$ cat config.mk
export PLATFORM = sky130hd
export DESIGN_NAME = mac_sat_top
export DESIGN_NICKNAME = d
export VERILOG_FILES = /design/src/rtl/mac_pkg.sv /design/src/rtl/mac_mul.sv /design/src/rtl/mac_ctl.sv /design/src/rtl/mac_acc.sv /design/src/rtl/mac_narrow.sv /design/src/rtl/mac_sat_top.sv
export SDC_FILE = /design/constraint.sdc
export NUM_CORES = 1
export LEC_CHECK = 0
export BUFFER_PORTS_ARGS = -buffer_cell sky130_fd_sc_hd__buf_2
export CAP_MARGIN = 10
export CORE_ASPECT_RATIO = 2
export CORE_UTILIZATION = 63
export DETAILED_ROUTE_END_ITERATION = 16
export PLACE_DENSITY = 0.83
export SETUP_SLACK_MARGIN = 0.3
export SYNTH_ARGS = -nofsm -noshare
export SYNTH_HDL_FRONTEND = slang
export SYNTH_SLANG_ARGS = --single-unit
$ cat constraint.sdc
create_clock -name clk -period 3.2 [get_ports clk]
set_input_delay 0.32 -clock clk [delete_from_list [all_inputs] [get_ports clk]]
set_output_delay 0.32 -clock clk [all_outputs]
set_load 0.005 [all_outputs]
$ cat src/rtl/mac_pkg.sv
package mac_pkg;
  typedef enum logic {
    RUN_IDLE = 1'b0,
    RUN_OPEN = 1'b1
  } run_st_e;
endpackage

$ cat src/rtl/mac_mul.sv
module mac_mul #(
  parameter int W = 8,
  localparam int PW = 2 * W
) (
  input  logic signed [W-1:0]  a,
  input  logic signed [W-1:0]  b,
  output logic signed [PW-1:0] prod
);
  // Full-precision signed product; 2W bits so that -1 * -1 = +1 fits.
  function automatic logic signed [PW-1:0] frac_mul(input logic signed [W-1:0] x,
                                                    input logic signed [W-1:0] y);
    logic signed [PW-1:0] xe, ye;
    xe = PW'(x);
    ye = PW'(y);
    return xe * ye;
  endfunction

  always_comb prod = frac_mul(a, b);
endmodule

$ cat src/rtl/mac_ctl.sv
module mac_ctl
  import mac_pkg::*;
#(
  parameter int TAP_W = 4
) (
  input  logic             clk,
  input  logic             rst_n,
  input  logic             tap_vld,
  input  logic             tap_first,
  input  logic [TAP_W-1:0] tap_cnt,
  output logic             take,
  output logic             seed,
  output logic             last,
  output logic             busy
);
  run_st_e          st_q, st_d;
  logic [TAP_W-1:0] cnt_q, cnt_d;
  logic [TAP_W-1:0] lim_q, lim_d;
  logic [TAP_W-1:0] lim_in;
  logic [TAP_W-1:0] cnt_inc;

  always_comb lim_in = (tap_cnt == '0) ? TAP_W'(1) : tap_cnt;
  always_comb cnt_inc = cnt_q + TAP_W'(1);

  always_comb begin
    seed = tap_vld && tap_first;
    take = seed || (tap_vld && (st_q == RUN_OPEN));
    if (seed)        last = (lim_in == TAP_W'(1));
    else if (take)   last = (cnt_inc == lim_q);
    else             last = 1'b0;
  end

  always_comb begin
    st_d  = st_q;
    cnt_d = cnt_q;
    lim_d = lim_q;
    if (seed) begin
      lim_d = lim_in;
      cnt_d = TAP_W'(1);
      st_d  = last ? RUN_IDLE : RUN_OPEN;
    end else if (take) begin
      cnt_d = cnt_inc;
      if (last) st_d = RUN_IDLE;
    end
  end

  always_ff @(posedge clk or negedge rst_n) begin
    if (!rst_n) begin
      st_q  <= RUN_IDLE;
      cnt_q <= '0;
      lim_q <= TAP_W'(1);
    end else begin
      st_q  <= st_d;
      cnt_q <= cnt_d;
      lim_q <= lim_d;
    end
  end

  always_comb busy = (st_q == RUN_OPEN);
endmodule

$ cat src/rtl/mac_acc.sv
module mac_acc #(
  parameter int PW    = 16,
  parameter int ACC_W = 20
) (
  input  logic                    clk,
  input  logic                    rst_n,
  input  logic                    take,
  input  logic                    seed,
  input  logic signed [PW-1:0]    prod,
  output logic signed [ACC_W-1:0] sum_nxt
);
  logic signed [ACC_W-1:0] acc_q;
  logic signed [ACC_W-1:0] prod_x;

  // Sign-extend the product into the guarded accumulator width.
  function automatic logic signed [ACC_W-1:0] widen(input logic signed [PW-1:0] p);
    return {{(ACC_W-PW){p[PW-1]}}, p};
  endfunction

  always_comb begin
    prod_x  = widen(prod);
    sum_nxt = seed ? prod_x : (acc_q + prod_x);
  end

  always_ff @(posedge clk or negedge rst_n) begin
    if (!rst_n)    acc_q <= '0;
    else if (take) acc_q <= sum_nxt;
  end
endmodule

$ cat src/rtl/mac_narrow.sv
module mac_narrow #(
  parameter int ACC_W = 20,
  parameter int OUT_W = 15
) (
  input  logic                    clk,
  input  logic                    rst_n,
  input  logic                    last,
  input  logic                    seed,
  input  logic signed [ACC_W-1:0] sum_nxt,
  output logic                    sat_evt,
  output logic                    done,
  output logic signed [OUT_W-1:0] result,
  output logic                    ovf
);
  localparam int HI_W = ACC_W - OUT_W + 1;

  logic [HI_W-1:0]         hi;
  logic                    fits;
  logic signed [OUT_W-1:0] clamped;

  // The sum fits when every bit above the output sign bit copies it.
  function automatic logic signed [OUT_W-1:0] clamp(input logic signed [ACC_W-1:0] v,
                                                    input logic ok);
    logic signed [OUT_W-1:0] r;
    if (ok)                r = v[OUT_W-1:0];
    else if (v[ACC_W-1])   r = {1'b1, {(OUT_W-1){1'b0}}};
    else                   r = {1'b0, {(OUT_W-1){1'b1}}};
    return r;
  endfunction

  always_comb begin
    hi      = sum_nxt[ACC_W-1:OUT_W-1];
    fits    = (&hi) || !(|hi);
    clamped = clamp(sum_nxt, fits);
    sat_evt = last && !fits;
  end

  always_ff @(posedge clk or negedge rst_n) begin
    if (!rst_n) begin
      done   <= 1'b0;
      result <= '0;
      ovf    <= 1'b0;
    end else begin
      done <= last;
      if (last) begin
        result <= clamped;
        ovf    <= !fits;
      end else if (seed) begin
        ovf <= 1'b0;
      end
    end
  end
endmodule

$ cat src/rtl/mac_sat_top.sv
module mac_sat_top #(
  parameter int W     = 8,
  parameter int TAP_W = 4,
  localparam int PW    = 2 * W,
  localparam int OUT_W = 2 * W - 1,
  localparam int ACC_W = OUT_W + TAP_W + 1
) (
  input  logic                    clk,
  input  logic                    rst_n,
  input  logic                    tap_vld,
  input  logic                    tap_first,
  input  logic [TAP_W-1:0]        tap_cnt,
  input  logic signed [W-1:0]     coef,
  input  logic signed [W-1:0]     samp,
  output logic                    busy,
  output logic                    done,
  output logic signed [OUT_W-1:0] result,
  output logic                    ovf
);
  logic                    take_w;
  logic                    seed_w;
  logic                    last_w;
  logic                    sat_w;
  logic signed [PW-1:0]    prod_w;
  logic signed [ACC_W-1:0] sum_w;

  mac_ctl #(.TAP_W(TAP_W)) u_ctl (
    .clk(clk), .rst_n(rst_n), .tap_vld(tap_vld), .tap_first(tap_first),
    .tap_cnt(tap_cnt), .take(take_w), .seed(seed_w), .last(last_w), .busy(busy)
  );

  mac_mul #(.W(W)) u_mul (
    .a(coef), .b(samp), .prod(prod_w)
  );

  mac_acc #(.PW(PW), .ACC_W(ACC_W)) u_acc (
    .clk(clk), .rst_n(rst_n), .take(take_w), .seed(seed_w),
    .prod(prod_w), .sum_nxt(sum_w)
  );

  mac_narrow #(.ACC_W(ACC_W), .OUT_W(OUT_W)) u_nar (
    .clk(clk), .rst_n(rst_n), .last(last_w), .seed(seed_w), .sum_nxt(sum_w),
    .sat_evt(sat_w), .done(done), .result(result), .ovf(ovf)
  );
endmodule

==> results_dict.tcl, run 1 <==
set metrics [dict create \
    status "stopped before the end" \
    grt_pass1_wl_um 41170 \
    ys_warn_count 0 \
    post-dp-hpwl_um 13600 \
    ioPinCount 42 \
    initial_core_util_pct 64.91 \
    synth_area_um2 5811 \
    htreeDepth 2 \
    rows 49 \
    syn_nets 789 \
    die_height_um 137.8 \
    avgSynthCellArea_um2 8.817 \
    grt_max_degree 47 \
    stop_stage "5_1_grt" \
    pre_cts_slack_ns -3.478 \
    cts_root_buf "clkbuf_16" \
    yosys.area.top_type "dfrtp_1" \
    ys_types 61 \
    cts_buffer_depth 2 \
    numCtsBuffers 5 \
    synthTopCellsByArea "dfrtp_1, fa_1, ha_1, inv_1, and2_1" \
    stop_error "[ERROR GRT-0116] Global routing finished with congestion. Check the congestion regions in the DRC Viewer." \
    place_inst 907 \
    ys_dominant_reg_cell "dfrtp_1" \
    synthCells 659 \
    grt_use_total_pct 57.34 \
    async_flop_share_pct 100.0 \
    globalRouteOverflowTotal 6 \
    gp_routability_congestion 0.9997 \
    port_buffers 41 \
    synth-seq-cells 46 \
    yosysSeqAreaShare_pct 19.83 \
    placed_area_um2 7346 \
    synth_top_area_share_pct 19.38 \
    cts.sinks 46 \
    grt_pass1_vias 7689 \
    fp.dieW_um 69.91 \
    synth-edff-count 0 \
]
logic make-up after synthesis:
logic type,synth area share [%]
mux,1.055
fa+ha+maj,30.06
xor+xnor,6.029
flops,19.83
simple gates,16.04
buf+inv,7.924
compound gates,19.06
layer usage:
metal	GRT overflow	global-route usage, %
met5	0	0
met3	0	23.77
met4	6	68.56
met1	0	50.33
met2	0	89.80
repair_timing:
| action | CTS |
|---|---|
| hold buffers | 0 |
| resized for setup | 119 |
| pin swaps | 57 |
| gates cloned | 1 |
| setup buffers | 22 |
| endpoints found under the setup margin | 33 |
per-stage QoR:
stage	TNS, ns	util [%]
after floorplan	-62.85	-
after global placement	-79.69	82.07
after detailed placement	-84.97	82.07
after CTS	-70.57	91.92
synth_stat cells (all sizes together) (3+ instances only):
library cell and number:
a31oi 6, xor2 13, buf 5, nor2 28, and3 5, inv 99, o22ai 5, nand2 76
xnor2 27, nor3 3, and2 48, nand3 9, o21bai 3, mux2i 5, a21o 10, dfrtp 45
a211oi 7, o311ai 12, nand4 4, o21a 11, nand2b 5, a21oi 27, o21ai 49, fa 56
ha 50, clkbuf 14, o211ai 8
==> run 2: changes to the inputs <==
--- a/config.mk
+++ b/config.mk
@@ -7,11 +7,9 @@
 export LEC_CHECK = 0
 export BUFFER_PORTS_ARGS = -buffer_cell sky130_fd_sc_hd__buf_2
 export CAP_MARGIN = 10
-export CORE_ASPECT_RATIO = 2
-export CORE_UTILIZATION = 63
+export CORE_UTILIZATION = 40
 export DETAILED_ROUTE_END_ITERATION = 16
-export PLACE_DENSITY = 0.83
-export SETUP_SLACK_MARGIN = 0.3
+export PLACE_DENSITY_LB_ADDON = 0.15
 export SYNTH_ARGS = -nofsm -noshare
 export SYNTH_HDL_FRONTEND = slang
 export SYNTH_SLANG_ARGS = --single-unit
==> run 2 against run 1 <==
Against the previous run:
- the flow now finishes, with violations (setup timing)
- synthesized cell count is the same
- synthesized area is the same
==> results_dict.tcl, run 2 <==
set metrics [dict create \
    ioPinCount 42 \
    grt_pass1_wl_um 27160 \
    final.min_clock_period_ns 6.121 \
    grt_max_degree 47 \
    antenna_cells 0 \
    synth_top_family_by_area "adder cells" \
    wl_per_cell_um 16.13 \
    post-dp-hpwl_um 12350 \
    min_period_over_period_pct 191.3 \
    path_clk_slew_ns 0.07 \
    crit_required_ns 3.38 \
    synthXorXnorAreaFrac_pct 6.029 \
    synth_adder_area_share_pct 30.06 \
    start_kind "primary input" \
    cts_buffer_depth 2 \
    synth_area_um2 5811 \
    nets 1012 \
    grt_use_total_pct 23.21 \
    globalRouteOverflowTotal 0 \
    arrival_ns 6.31 \
    place_inst 1002 \
    path_delay_family "adder cells" \
    path_buf_inv 7 \
    layout_commonest_cell "buf_4" \
    postRouteAntennaNets 0 \
    vias 5467 \
    fin_skew_ns 0.007843 \
    layoutNonFillerInstCount 1061 \
    status "finished with violations" \
    synth.area.mux_share_pct 1.055 \
    cts_root_buf "clkbuf_16" \
    worst_setup_path_startpoint "samp[3]" \
    avgSynthCellArea_um2 8.817 \
    cp_common_cell "fa_1" \
    initial_core_util_pct 41.38 \
    rows 43 \
    layout_setup_ws_ns -2.921 \
    largest_reg_flops 20 \
    die_height_um 122.5 \
    report.final.slew_viol_count 0 \
    cts_tree "built" \
    drt_iter0_markers 238 \
    layout-drive-gt1-share_pct 47.45 \
    synthTopCellsByArea "dfrtp_1, fa_1, ha_1, inv_1, and2_1" \
    yosysSeqAreaShare_pct 19.83 \
    synth-seq-cells 46 \
    clk_latency_ns 0.29 \
    critPathKind "primary input to flop" \
    synth_compound_area_share_pct 19.06 \
    port_buffers 41 \
    yosys-top-cells-count "inv_1, nand2_1, fa_1, ha_1, and2_1" \
    area_growth_pct 56.22 \
    numCtsBuffers 5 \
    r2r_start "u_acc.acc_q[0]$_DFFE_PN0P_" \
    path_depth 26 \
    dieArea_um2 15010 \
    core_area_um2 14040 \
    path_max_fanout 14 \
    async_flop_share_pct 100.0 \
    top_register "u_acc.acc_q" \
    syn_nets 789 \
    gp_routability_congestion 0.8344 \
    hold_violations 0 \
    layout_common_cells "buf_4, inv_1, nand2_1, fa_1, dfrtp_1" \
    worstMarginPinSlew_ns 1.095 \
    synth_top_area_share_pct 19.38 \
    r2r_setup_slack_ns -0.10 \
    grt_pass1_vias 5629 \
    reg_top3 "u_acc.acc_q x20, u_nar.result x15" \
    end_kind "flop" \
    ys_warn_count 0 \
    synthCells 659 \
    via_per_inst 5.153 \
    rr_worst_depth 13 \
    drt_first_pass_iters 4 \
    slowest_stage "or4_4" \
    setup_viol 32 \
    totalWireLength_um 17110 \
    max_freq_mhz 163.4 \
    ys_dominant_reg_cell "dfrtp_1" \
    r2r-end "u_nar.result[0]$_DFFE_PN0P_" \
    pre_cts_slack_ns -3.288 \
    antenna_found_initial 0 \
    endpoint "u_nar.result[0]$_DFFE_PN0P_" \
    fp.dieW_um 122.5 \
    yosys.area.top_type "dfrtp_1" \
    max_slew_margin_pct 26.98 \
    synth_simple_gate_area_share_pct 16.04 \
    max_stage_delay_ns 0.54 \
    hold_path_class "primary input to asynchronous set/reset pin" \
    htreeDepth 2 \
    violations "setup timing" \
    synth-edff-count 0 \
    yosysMostFrequentCell "inv_1" \
    route.detailed.drc 0 \
    cts.sinks 46 \
    cap_violations 0 \
    rsz0062_at_grt "yes" \
    ys_types 61 \
]
==> run 2: cell counts after synthesis <==
No cell type changed its count.
==> run 2: worst min-delay path by stage <==
| stage | to | cells past startpoint | slack [ns] |
|---|---|---|---|
| floorplan | u_acc.acc_q[0]$_DFFE_PN0P_ | 0 | 0.02 |
| global placement | u_ctl.lim_q[0]$_DFFE_PN1P_ | 2 | 0.45 |
| detailed placement | u_ctl.lim_q[0]$_DFFE_PN1P_ | 2 | 0.46 |
| CTS | u_ctl.lim_q[3]$_DFFE_PN0P_ | 3 | 0.24 |
| global route | u_ctl.lim_q[2]$_DFFE_PN0P_ | 3 | 0.26 |
| finish | u_nar.ovf$_DFFE_PN0N_ | 1 | 0.22 |
==> run 2: cell families (layout without fill, tap and decap cells) <==
logic type      Yosys count  in the layout
buf+inv                 118            340
flops                    46             46
mux                       6              6
simple gates            189            189
xor+xnor                 40             40
fa+ha+maj               106            106
compound gates          154            154
==> run 2: cell type report <==
type / instances / area, um^2
Clock buffer: 6 / 138.9
Fill cell: 1091 / 4965
Inverter: 99 / 376.6
Multi-Input combinational cell: 495 / 5269
Sequential cell: 46 / 1152
Tap cell: 180 / 225.2
Timing Repair Buffer: 235 / 1916
==> run 2: what timing repair did <==
item	in CTS	in global routing
setup buffers	47	22
hold buffers	0	0
setup endpoints to repair	32	32
pin swaps	80	71
gates cloned	1	0
gates resized for setup	144	79
==> run 2: per-layer routing <==
metal / wire length, um / share of wire (%) / track usage, % / vias up
met2: 9004 / 53 / 41.71 / 91
met4: 352 / 2.1 / 7.317 / 0
met3: 352 / 2.1 / 1.905 / 28
li1: - / - / - / 2649
met1: 7401 / 43 / 29.32 / 2699
met5: 0 / 0 / 0 / -
==> run 2: per-stage QoR <==
| step | hold WS [ns] | setup TNS (ns) | util, % | cell area [um^2] |
|---|---|---|---|---|
| 2_1_floorplan | 0.02441 | -62.84 | - | 6148 |
| 3_3_place_gp | 0.4520 | -82.15 | 53.89 | 7567 |
| 3_5_place_dp | 0.4610 | -84.30 | 53.89 | 7567 |
| 4_1_cts | 0.2423 | -69.67 | 61.99 | 8705 |
| 5_1_grt | 0.2552 | -77.58 | 64.64 | 9077 |
| 6_report | 0.2249 | -71.36 | 64.64 | 9077 |
==> run 2: worst register-to-register path, delay by kind of cell, from the launching register on <==
kind	cells	cell delay [ns]
AOI/OAI and AO/OA	7	1.51
adders and majority gates	2	0.68
DFF	1	0.38
and+or+nand+nor	1	0.16
buffers and inverters	3	0.46
Power of run 2 is not shown: default switching activity piles up to over one toggle a cycle in this logic, so the estimate is an artifact.
==> run 3: changes to the inputs <==
--- a/config.mk
+++ b/config.mk
@@ -9,7 +9,8 @@
 export CAP_MARGIN = 10
 export CORE_UTILIZATION = 40
 export DETAILED_ROUTE_END_ITERATION = 16
-export PLACE_DENSITY_LB_ADDON = 0.15
+export REMOVE_ABC_BUFFERS = 1
 export SYNTH_ARGS = -nofsm -noshare
 export SYNTH_HDL_FRONTEND = slang
 export SYNTH_SLANG_ARGS = --single-unit
+export TNS_END_PERCENT = 30
==> run 3 against run 2 <==
Against the previous run:
- the flow still finishes with violations (setup timing)
- setup slack gained 0.17 ns
- utilization shrank 5.0 points
- clock-buffer cell count shrank 1
- highest routed layer unchanged
- cell area shrank 7.7%
- critical path depth shrank 2
- routed wire length shrank 11%
- register-to-register slack lost 0.05 ns
==> results_dict.tcl, run 3 (same netlist as run 2, synthesis figures left out) <==
set metrics [dict create \
    status "finished with violations" \
    violations "setup timing" \
    cts_root_buf "clkbuf_16" \
    fillers 1209 \
    layout_common_cells "buf_4, inv_1, nand2_1, fa_1, dfrtp_1" \
    max_stage_delay_ns 0.53 \
    layoutNonFillerInstCount 1016 \
    clk_latency_ns 0.29 \
    via_per_inst 5.068 \
    max_slew_margin_pct 31.15 \
    antenna_found_initial 0 \
    cap_violations 0 \
    post-dp-hpwl_um 11640 \
    numCtsBuffers 5 \
    core_area_um2 14040 \
    start_kind "primary input" \
    place_inst 985 \
    path_clk_slew_ns 0.06 \
    postRouteAntennaNets 0 \
    area_growth_pct 44.16 \
    ioPinCount 42 \
    report.final.slew_viol_count 0 \
    final.min_clock_period_ns 5.951 \
    initial_core_util_pct 41.38 \
    setup_viol 32 \
    totalWireLength_um 15180 \
    path_buf_inv 6 \
    path_max_fanout 7 \
    top_register "u_acc.acc_q" \
    layout_commonest_cell "buf_4" \
    reg_top3 "u_acc.acc_q x20, u_nar.result x15" \
    largest_reg_flops 20 \
    grt_use_total_pct 20.99 \
    placed_area_um2 7124 \
    layout-drive-gt1-share_pct 40.67 \
    max_freq_mhz 168.0 \
    cts_tree "built" \
    grt_pass1_vias 5338 \
    route.detailed.drc 0 \
    cp_common_cell "fa_1" \
    crit_required_ns 3.35 \
    layout_setup_ws_ns -2.751 \
    arrival_ns 6.10 \
    min_period_over_period_pct 186.0 \
    fp.dieW_um 122.5 \
    wl_per_cell_um 14.94 \
    dieArea_um2 15010 \
    grtUsageMet1_pct 26.64 \
    globalRouteOverflowTotal 0 \
    antenna_cells 0 \
    gp_routability_congestion 0.8736 \
    drt_iter0_markers 180 \
    ctsHoldBuffers 0 \
    die_height_um 122.5 \
    rows 43 \
    met3_usage_pct 1.208 \
    path_delay_family "adder cells" \
    critPathKind "primary input to flop" \
    gr-usage-met2_pct 37.39 \
    path_cells "buf_8, buf_6, and2_4, fa_1, fa_1, fa_1, inv_2, fa_1, inv_2, ha_4, nor4_4, o21ai_2, buf_4, a221oi_4, xnor2_4, ha_4, and4_4, a22oi_2, nand3b_1, a221oi_2, nand4_1, o211ai_4, buf_12, o311ai_4" \
    worstMarginPinSlew_ns 1.033 \
    cts.sinks 46 \
    rsz0062_at_grt "yes" \
    hold_path_class "primary input to asynchronous set/reset pin" \
    timing.setup.tns_ns -68.93 \
    fin_area_um2 8377 \
    port_buffers 41 \
    grt_max_degree 47 \
    htreeDepth 2 \
    cts_buffer_depth 2 \
    hold_violations 0 \
    fin_skew_ns 0.006222 \
    drt_first_pass_iters 4 \
    grt.busiest_layer "met2" \
    grt_pass1_wl_um 25090 \
    end_kind "flop" \
    nets 965 \
    slowest_stage "fa_1" \
    vias 5149 \
]
[run 3: cell types whose count changed in the layout (fill, tap and decap cells not counted), moves of 4 or more]
cell	previous run	this run
buf_4	158	140
ha_1	21	28
a21oi_1	9	13
ha_4	27	21
o311ai_2	9	5
o311ai_4	2	7
buf_6	41	11
o21ai_0	11	23
o21ai_2	17	11
o21ai_4	5	1
[run 3: worst register-to-register path, stage by stage (launching register included)]
cell and delay [ns]:
dfrtp_1 0.40, ha_1 0.23, fa_1 0.41, a211oi_2 0.28, o21ai_0 0.26, nand3_1 0.24
nand3b_1 0.20, a221oi_2 0.33, nand4_1 0.23, o211ai_4 0.35, buf_12 0.20, o311ai_4 0.09
[run 3: path summary, 6_finish.rpt]
kind | start | endpoint | slack, ns | cells after the start
worst max-delay path | coef[4] | u_nar.result[10]$_DFFE_PN0P_ | -2.75 | 24
worst min-delay path | rst_n | u_ctl.cnt_q[0]$_DFFE_PN0P_ | 0.21 | 1
worst max register to register | u_acc.acc_q[0]$_DFFE_PN0P_ | u_nar.result[10]$_DFFE_PN0P_ | -0.15 | 11
worst min register to register | u_ctl.lim_q[0]$_DFFE_PN1P_ | u_ctl.lim_q[0]$_DFFE_PN1P_ | 0.48 | 2
max in group asynchronous | rst_n | u_acc.acc_q[6]$_DFFE_PN0P_ | 2.35 | 1
min in group clk | tap_cnt[1] | u_ctl.lim_q[1]$_DFFE_PN0P_ | 0.25 | 3
[run 3: what timing repair did]
item / 4_1_cts / 5_1_grt
gates cloned: 1 / 0
endpoints found under the setup margin: 32 / 33
pin swaps: 80 / 32
setup buffers: 19 / 4
gates resized for setup: 144 / 62
[run 3: area by class of cell]
| type | instances | area [um^2] | share of cell area [%] |
|---|---|---|---|
| Multi-Input combinational cell | 495 | 5000 | 59.69 |
| Timing Repair Buffer | 188 | 1458 | 17.40 |
| Sequential cell | 46 | 1152 | 13.76 |
| Inverter | 99 | 376.6 | 4.496 |
| Tap cell | 180 | 225.2 | 2.689 |
| Clock buffer | 5 | 125.1 | 1.494 |
| Clock inverter | 3 | 40.04 | 0.4780 |
[run 3: per-stage QoR]
| step | worst slack (ns) | hold slack [ns] | util (%) |
|---|---|---|---|
| after global routing | -2.935 | 0.2672 | 59.65 |
| after CTS | -2.681 | 0.2441 | 57.58 |
| after detailed placement | -3.613 | 0.4719 | 50.74 |
| final | -2.751 | 0.2105 | 59.65 |
| after floorplan | -3.274 | 0.02441 | - |
| after global placement | -3.478 | 0.4582 | 50.74 |
[run 3: metal layers]
| metal | vias up | part of all wire [%] |
|---|---|---|
| li1 | 2549 | - |
| met1 | 2512 | 45 |
| met2 | 70 | 51 |
| met3 | 18 | 2.1 |
| met4 | 0 | 2.4 |
| met5 | - | 0 |
Power of run 3 is left out for the same reason.
